==> src/rtl/udma_mon_pkg.sv <==
package udma_mon_pkg;
  localparam int unsigned NUM_RULES = 5;
  localparam int unsigned NUM_MODES = 3;

  localparam int unsigned R_FIN   = 0;
  localparam int unsigned R_PAUSE = 1;
  localparam int unsigned R_SEND  = 2;
  localparam int unsigned R_GRANT = 3;
  localparam int unsigned R_REL   = 4;

  localparam int unsigned FIN_NS   [NUM_MODES] = '{75, 60, 50};
  localparam int unsigned PAUSE_NS [NUM_MODES] = '{160, 125, 100};
  localparam int unsigned SEND_NS  = 50;
  localparam int unsigned GRANT_NS = 20;
  localparam int unsigned REL_NS   = 20;

  typedef logic [1:0] mode_t;

  typedef struct packed {
    logic stb;
    logic rdy_n;
    logic req;
    logic halt;
    logic gnt_n;
    logic drv_en;
  } bus_t;

  localparam bus_t BUS_RST = '{stb: 1'b0, rdy_n: 1'b1, req: 1'b0,
                               halt: 1'b0, gnt_n: 1'b1, drv_en: 1'b0};

  function automatic int unsigned ns_ceil(int unsigned ns, int unsigned clk_ns);
    return (ns + clk_ns - 1) / clk_ns;
  endfunction

  function automatic int unsigned ns_floor(int unsigned ns, int unsigned clk_ns);
    return ns / clk_ns;
  endfunction
endpackage

==> src/rtl/udma_mon_sync.sv <==
module udma_mon_sync #(
  parameter int unsigned    W   = 6,
  parameter logic [W-1:0]   RST = '0
) (
  input  logic         clk_i,
  input  logic         rst_ni,
  input  logic [W-1:0] d_i,
  output logic [W-1:0] cur_o,
  output logic [W-1:0] prv_o
);
  always_ff @(posedge clk_i or negedge rst_ni) begin
    if (!rst_ni) begin
      cur_o <= RST;
      prv_o <= RST;
    end else begin
      cur_o <= d_i;
      prv_o <= cur_o;
    end
  end
endmodule

==> src/rtl/udma_mon_interval.sv <==
module udma_mon_interval #(
  parameter int unsigned CW = 8
) (
  input  logic          clk_i,
  input  logic          rst_ni,
  input  logic          start_i,
  input  logic          rearm_i,
  output logic [CW-1:0] elapsed_o
);
  localparam logic [CW-1:0] SAT = '1;
  localparam logic [CW-1:0] ONE = CW'(1);

  logic [CW-1:0] cnt_q;

  always_ff @(posedge clk_i or negedge rst_ni) begin
    if (!rst_ni)             cnt_q <= SAT;
    else if (start_i)        cnt_q <= ONE;
    else if (rearm_i)        cnt_q <= SAT;
    else if (cnt_q != SAT)   cnt_q <= cnt_q + ONE;
  end

  // elapsed is zero in the cycle the opening edge is seen
  assign elapsed_o = start_i ? '0 : cnt_q;
endmodule

==> src/rtl/udma_mon_limits.sv <==
module udma_mon_limits
  import udma_mon_pkg::*;
#(
  parameter int unsigned CLK_NS = 20,
  parameter int unsigned CW     = 8
) (
  input  mode_t         mode_i,
  output logic [CW-1:0] fin_max_o,
  output logic [CW-1:0] pause_min_o,
  output logic [CW-1:0] send_min_o,
  output logic [CW-1:0] grant_min_o,
  output logic [CW-1:0] rel_min_o
);
  localparam mode_t TOP_MODE = mode_t'(NUM_MODES - 1);

  logic [CW-1:0] fin_tab   [NUM_MODES];
  logic [CW-1:0] pause_tab [NUM_MODES];
  mode_t         idx;

  for (genvar m = 0; m < NUM_MODES; m++) begin : g_mode
    assign fin_tab[m]   = CW'(ns_floor(FIN_NS[m], CLK_NS));
    assign pause_tab[m] = CW'(ns_ceil(PAUSE_NS[m], CLK_NS));
  end

  assign idx         = (mode_i > TOP_MODE) ? TOP_MODE : mode_i;
  assign fin_max_o   = fin_tab[idx];
  assign pause_min_o = pause_tab[idx];
  assign send_min_o  = CW'(ns_ceil(SEND_NS, CLK_NS));
  assign grant_min_o = CW'(ns_ceil(GRANT_NS, CLK_NS));
  assign rel_min_o   = CW'(ns_ceil(REL_NS, CLK_NS));
endmodule

==> src/rtl/udma_mon_flags.sv <==
module udma_mon_flags #(
  parameter int unsigned N = 5
) (
  input  logic         clk_i,
  input  logic         rst_ni,
  input  logic         clr_i,
  input  logic [N-1:0] hit_i,
  output logic [N-1:0] flag_o,
  output logic [N-1:0] pulse_o
);
  for (genvar r = 0; r < N; r++) begin : g_rule
    logic flag_q, pulse_q;
    always_ff @(posedge clk_i or negedge rst_ni) begin
      if (!rst_ni) begin
        flag_q  <= 1'b0;
        pulse_q <= 1'b0;
      end else begin
        flag_q  <= (flag_q & ~clr_i) | hit_i[r];
        pulse_q <= hit_i[r];
      end
    end
    assign flag_o[r]  = flag_q;
    assign pulse_o[r] = pulse_q;
  end
endmodule

==> src/rtl/udma_burst_mon.sv <==
module udma_burst_mon
  import udma_mon_pkg::*;
#(
  parameter int unsigned CLK_NS = 20,
  parameter int unsigned CW     = 8
) (
  input  logic                 clk_i,
  input  logic                 rst_ni,
  input  logic                 stb_i,
  input  logic                 rcv_rdy_n_i,
  input  logic                 xfer_req_i,
  input  logic                 halt_i,
  input  logic                 grant_n_i,
  input  logic                 rdy_drv_en_i,
  input  logic [1:0]           mode_i,
  input  logic                 clr_i,
  output logic [NUM_RULES-1:0] viol_flag_o,
  output logic [NUM_RULES-1:0] viol_pulse_o
);
  localparam int unsigned BW = $bits(bus_t);

  bus_t raw, cur, prv;
  assign raw = '{stb: stb_i, rdy_n: rcv_rdy_n_i, req: xfer_req_i,
                 halt: halt_i, gnt_n: grant_n_i, drv_en: rdy_drv_en_i};

  udma_mon_sync #(.W(BW), .RST(BUS_RST)) u_sync (
    .clk_i(clk_i), .rst_ni(rst_ni), .d_i(raw), .cur_o(cur), .prv_o(prv)
  );

  logic stb_tgl, rdy_neg, gnt_tgl, gnt_rise, drv_fall, term_evt, in_burst;
  assign stb_tgl  = cur.stb ^ prv.stb;
  assign rdy_neg  = cur.rdy_n & ~prv.rdy_n;
  assign gnt_tgl  = cur.gnt_n ^ prv.gnt_n;
  assign gnt_rise = cur.gnt_n & ~prv.gnt_n;
  assign drv_fall = ~cur.drv_en & prv.drv_en;
  assign term_evt = (cur.halt & ~prv.halt) | (~cur.req & prv.req);
  assign in_burst = ~cur.gnt_n;

  // mode frozen for the whole burst
  mode_t act_mode_q;
  always_ff @(posedge clk_i or negedge rst_ni) begin
    if (!rst_ni)        act_mode_q <= '0;
    else if (cur.gnt_n) act_mode_q <= mode_i;
  end

  logic [CW-1:0] fin_max, pause_min, send_min, grant_min, rel_min;
  udma_mon_limits #(.CLK_NS(CLK_NS), .CW(CW)) u_lim (
    .mode_i(act_mode_q), .fin_max_o(fin_max), .pause_min_o(pause_min),
    .send_min_o(send_min), .grant_min_o(grant_min), .rel_min_o(rel_min)
  );

  logic [CW-1:0] el_stb, el_rdy, el_gnt;

  udma_mon_interval #(.CW(CW)) u_int_stb (
    .clk_i(clk_i), .rst_ni(rst_ni), .start_i(stb_tgl), .rearm_i(gnt_rise), .elapsed_o(el_stb)
  );
  udma_mon_interval #(.CW(CW)) u_int_rdy (
    .clk_i(clk_i), .rst_ni(rst_ni), .start_i(rdy_neg), .rearm_i(gnt_rise), .elapsed_o(el_rdy)
  );
  udma_mon_interval #(.CW(CW)) u_int_gnt (
    .clk_i(clk_i), .rst_ni(rst_ni), .start_i(gnt_tgl), .rearm_i(1'b0), .elapsed_o(el_gnt)
  );

  logic [NUM_RULES-1:0] hit;
  assign hit[R_FIN]   = in_burst & cur.rdy_n & stb_tgl & (el_rdy > fin_max);
  assign hit[R_PAUSE] = in_burst & cur.rdy_n & term_evt & (el_rdy < pause_min);
  assign hit[R_SEND]  = in_burst & ~cur.rdy_n & term_evt & (el_stb < send_min);
  assign hit[R_GRANT] = (gnt_tgl & (el_stb < grant_min)) | (stb_tgl & (el_gnt < grant_min));
  assign hit[R_REL]   = cur.gnt_n & drv_fall & (el_gnt < rel_min);

  udma_mon_flags #(.N(NUM_RULES)) u_flags (
    .clk_i(clk_i), .rst_ni(rst_ni), .clr_i(clr_i), .hit_i(hit),
    .flag_o(viol_flag_o), .pulse_o(viol_pulse_o)
  );
endmodule

==> config.mk <==
export PLATFORM = sky130hd
export DESIGN_NAME = udma_burst_mon
export DESIGN_NICKNAME = d
export VERILOG_FILES = /design/src/rtl/udma_mon_pkg.sv /design/src/rtl/udma_mon_sync.sv /design/src/rtl/udma_mon_interval.sv /design/src/rtl/udma_mon_limits.sv /design/src/rtl/udma_mon_flags.sv /design/src/rtl/udma_burst_mon.sv
export SDC_FILE = /design/constraint.sdc
export NUM_CORES = 1
export LEC_CHECK = 0
export BUFFER_PORTS_ARGS = -buffer_cell sky130_fd_sc_hd__buf_2
export CORE_MARGIN = 10
export CORE_UTILIZATION = 60
export DETAILED_ROUTE_END_ITERATION = 10
export MAX_ROUTING_LAYER = met4
export PLACE_DENSITY = 0.76
export SETUP_SLACK_MARGIN = 0.1
export SLEW_MARGIN = 10
export SYNTH_ARGS = -nofsm -noshare
export SYNTH_HDL_FRONTEND = slang
export SYNTH_HIERARCHICAL = 1
export SYNTH_SLANG_ARGS = --single-unit
==> constraint.sdc <==
create_clock -name clk_i -period 6.2 [get_ports clk_i]
set_input_delay 0.31 -clock clk_i [delete_from_list [all_inputs] [get_ports clk_i]]
set_output_delay 0.31 -clock clk_i [all_outputs]
set_load 0.01 [all_outputs]
==> flow_summary.toml <==
[grt]
grt_pass1_vias = 2687
grt_pass1_wl_um = 12470
antenna_found_initial = 0
track_usage_pct = 15.39
grt_remaining_overflow = 0
grt_max_degree = 49

[power]
power.density_nw_per_um2 = 230.5
ir_worst_vdd_mv = 0.1172
p_leak_uw = 0.001692

[finish]
synthToLayoutAreaGrowth_pct = 0.3047
n_antenna_cell = 0
drive_gt1_share_pct = 15.35
nets = 461

[yosys]
synth.area.top_cells = "dfstp_2 20%, ha_1 16%, dfrtp_1 14%, buf_4 9.9%, nor2b_1 4.6%"
netlist_area_um2 = 3697
ys_types = 43
async_flop_share_pct = 100.0
synth-simple-area-share_pct = 17.02
muxShareOfSynthArea_pct = 0.6091
synth_compound_area_share_pct = 15.63
synthCells = 400
synth_top_area_share_pct = 19.90
synthAdderAreaFrac_pct = 15.91
synth_edf_count = 0
ys.flop_type = "dfstp_2"
yosys_warnings = 6
synth_xor_area_share_pct = 1.658
syn_avg_cell_area_um2 = 9.243
ys_seq_elements = 48
synth_largest_area_cell = "dfstp_2"
ys_seq_area_share_pct = 33.43
synth_top_family_by_area = "simple AND/OR/NAND/NOR gates"

[floorplan]
io_pins = 21
dieWidth_um = 98.50
start_util_pct = 62.08
core_area_um2 = 5956
die_y_um = 98.50
rows = 28
dieArea_um2 = 9702

[critical_path]
required_ps = 6450
max_stage_delay_ps = 840
crit_path_max_fanout = 16
crit_top_cell = "nor2b_1"
startpoint_type = "flip-flop"
crit_chain = "nor2b_1 -> nor2b_1 -> ha_1 -> a211oi_1 -> o21ai_1 -> a41oi_1 -> a21o_1"
crit_family = "simple AND/OR/NAND/NOR gates"
critical_path.slowest_cell = "nor2b_1"
critPathCaptureType = "flip-flop"
arrival_ps = 2920
path_class = "flip-flop to flip-flop"
crit_buf_inv = 0

[timing]
period_share_pct = 43.07
setup_tns_ps = 0
clock_skew_ps = 9.877
slew_headroom_pct = 29.27
finalHoldViolCount = 0
setup_slack_ps = 3530
rsz0062_at_grt = "false"
hold_slack_ps = 99.92
timing.fmax_mhz = 374.5
setup_viol_count_final = 0
worst_pin_slew_ps = 1059
finalCriticalPeriod_ps = 2670
slew_viol_final = 0

[place]
gp_congestion = 0.8075
port_buffers = 20
pre_cts_slack_ps = 3535
hpwl_um = 5389

[clock_tree]
cts_buffers = 5
ctsRootBufferMaster = "clkbuf_8"
clkTransAtPathRegs_ps = 90
post-cts-setup-buffer-count = 0
postCtsHoldBufs = 0
cts_max_level = 2
insertion_delay_ps = 300
cts_tree = "yes"
clockBufferDepth = 2
cts_sinks = 48
cts_resized = 0

[route]
drt_iter0_markers = 120
postRouteWirelength_um = 6925
vias = 2628
wire_per_inst_um = 14.46
drcViolationCount = 0
dr.pass1.iters = 4
viasPerCell = 5.486
ant_nets = 0

[status]
outcome = "finished, final reports clean"

[job]
drv_cap = 0

[worst_hold_path]
hold_class = "input port to flip-flop"
## cell usage after synthesis, drive strengths merged (11+ instances only)
master and number:
dfstp 28, ha 47, a211oi 12, nor2b 27, inv 43, buf 49, a21oi 16, nand2 11
nand3 14, o21ai 20, nor3 11, dfrtp 20
## final timing paths
kind                            startpoint                        to  slack, ps  cells after the start
setup / recovery           u_sync/cur_o[4]  u_flags/g_rule[1].flag_q       3530                      7
hold / removal                   grant_n_i           u_sync/cur_o[1]        100                      1
setup reg to reg           u_sync/cur_o[4]  u_flags/g_rule[1].flag_q       3530                      7
hold reg to reg            u_sync/cur_o[4]           u_sync/prv_o[4]        380                      0
max in group asynchronous           rst_ni             act_mode_q[1]       5360                      1
min in group asynchronous           rst_ni  u_flags/g_rule[3].flag_q        200                      1
## state kept, by name, indices dropped and copies added (netlist names)
signal and count:
u_int_gnt/cnt_q 8, u_int_rdy/cnt_q 8, u_int_stb/cnt_q 8, u_sync/cur_o 6
u_sync/prv_o 6, u_flags/g_rule.flag_q 5, u_flags/g_rule.pulse_q 5, act_mode_q 2
## kinds of logic (layout without fill, tap and decap cells)
family,after synthesis,count (layout)
AND/OR/NAND/NOR,106,106
buffers and inverters,101,72
AO/OA/AOI/OAI,86,86
flip-flops,48,48
adder cells (fa/ha/maj),47,47
XOR/XNOR,7,7
other,3,36
multiplexers,2,2
## power breakdown
part	internal [uW]	leakage [uW]	switching, uW	total, uW
Clock	91.5	0.0000484	104	196
Combinational	106	0.00110	132	238
Sequential	372	0.000539	49.6	421
## per-stage QoR
step	instance area (um^2)	total power [uW]	util (%)	cells
after global placement	3613	649.3	60.67	471
after global routing	3709	927.1	62.27	479
after floorplan	3821	615.8	-	433
after CTS	3709	862.3	62.27	479
after detailed placement	3613	661.7	60.67	471
final	3709	854.9	62.27	479
## per-layer routing
metal	wire length (um)	global-route usage, %
met1	3284	19.20
met2	3296	24.71
met3	245	3.003
met4	99	4.520
met5	0	-
## final cells by class
class                      instances  area [um^2]
timing repair buffer              21        107.6
clock buffer                       7        86.33
sequential                        48         1236
inverter                          43        161.4
multi-input combinational        284         2014
fill                             522         2247
clock inverter                     1        8.758
tap                               75        93.84
## layout by cell type, fill, tap and decap left out, types with 3 or more instances in the layout
| master | synthesis | routed |
|---|---|---|
| dfrtp_1 | 20 | 20 |
| dfstp_2 | 28 | 28 |
| ha_1 | 47 | 47 |
| nand2_1 | 11 | 11 |
| a21oi_1 | 16 | 16 |
| xor2_1 | 7 | 7 |
| and4_1 | 5 | 5 |
| a21o_1 | 8 | 8 |
| nand2b_1 | 6 | 6 |
| o21ai_0 | 14 | 14 |
| nor2_1 | 6 | 6 |
| inv_1 | 42 | 42 |
| a21boi_0 | 3 | 3 |
| o21ai_1 | 6 | 6 |
| nor3_1 | 11 | 11 |
| clkbuf_8 | 0 | 6 |
| or3_1 | 3 | 3 |
| buf_2 | 0 | 20 |
| a311oi_1 | 9 | 9 |
| nand3_1 | 14 | 14 |
| a211oi_1 | 12 | 12 |
| and3_1 | 6 | 6 |
| nand4_1 | 5 | 5 |
| conb_1 | 3 | 36 |
| a31oi_1 | 7 | 7 |
| nor3b_1 | 6 | 6 |
| nor2b_1 | 27 | 27 |
No activity file was read; power rests on OpenSTA's default activity.
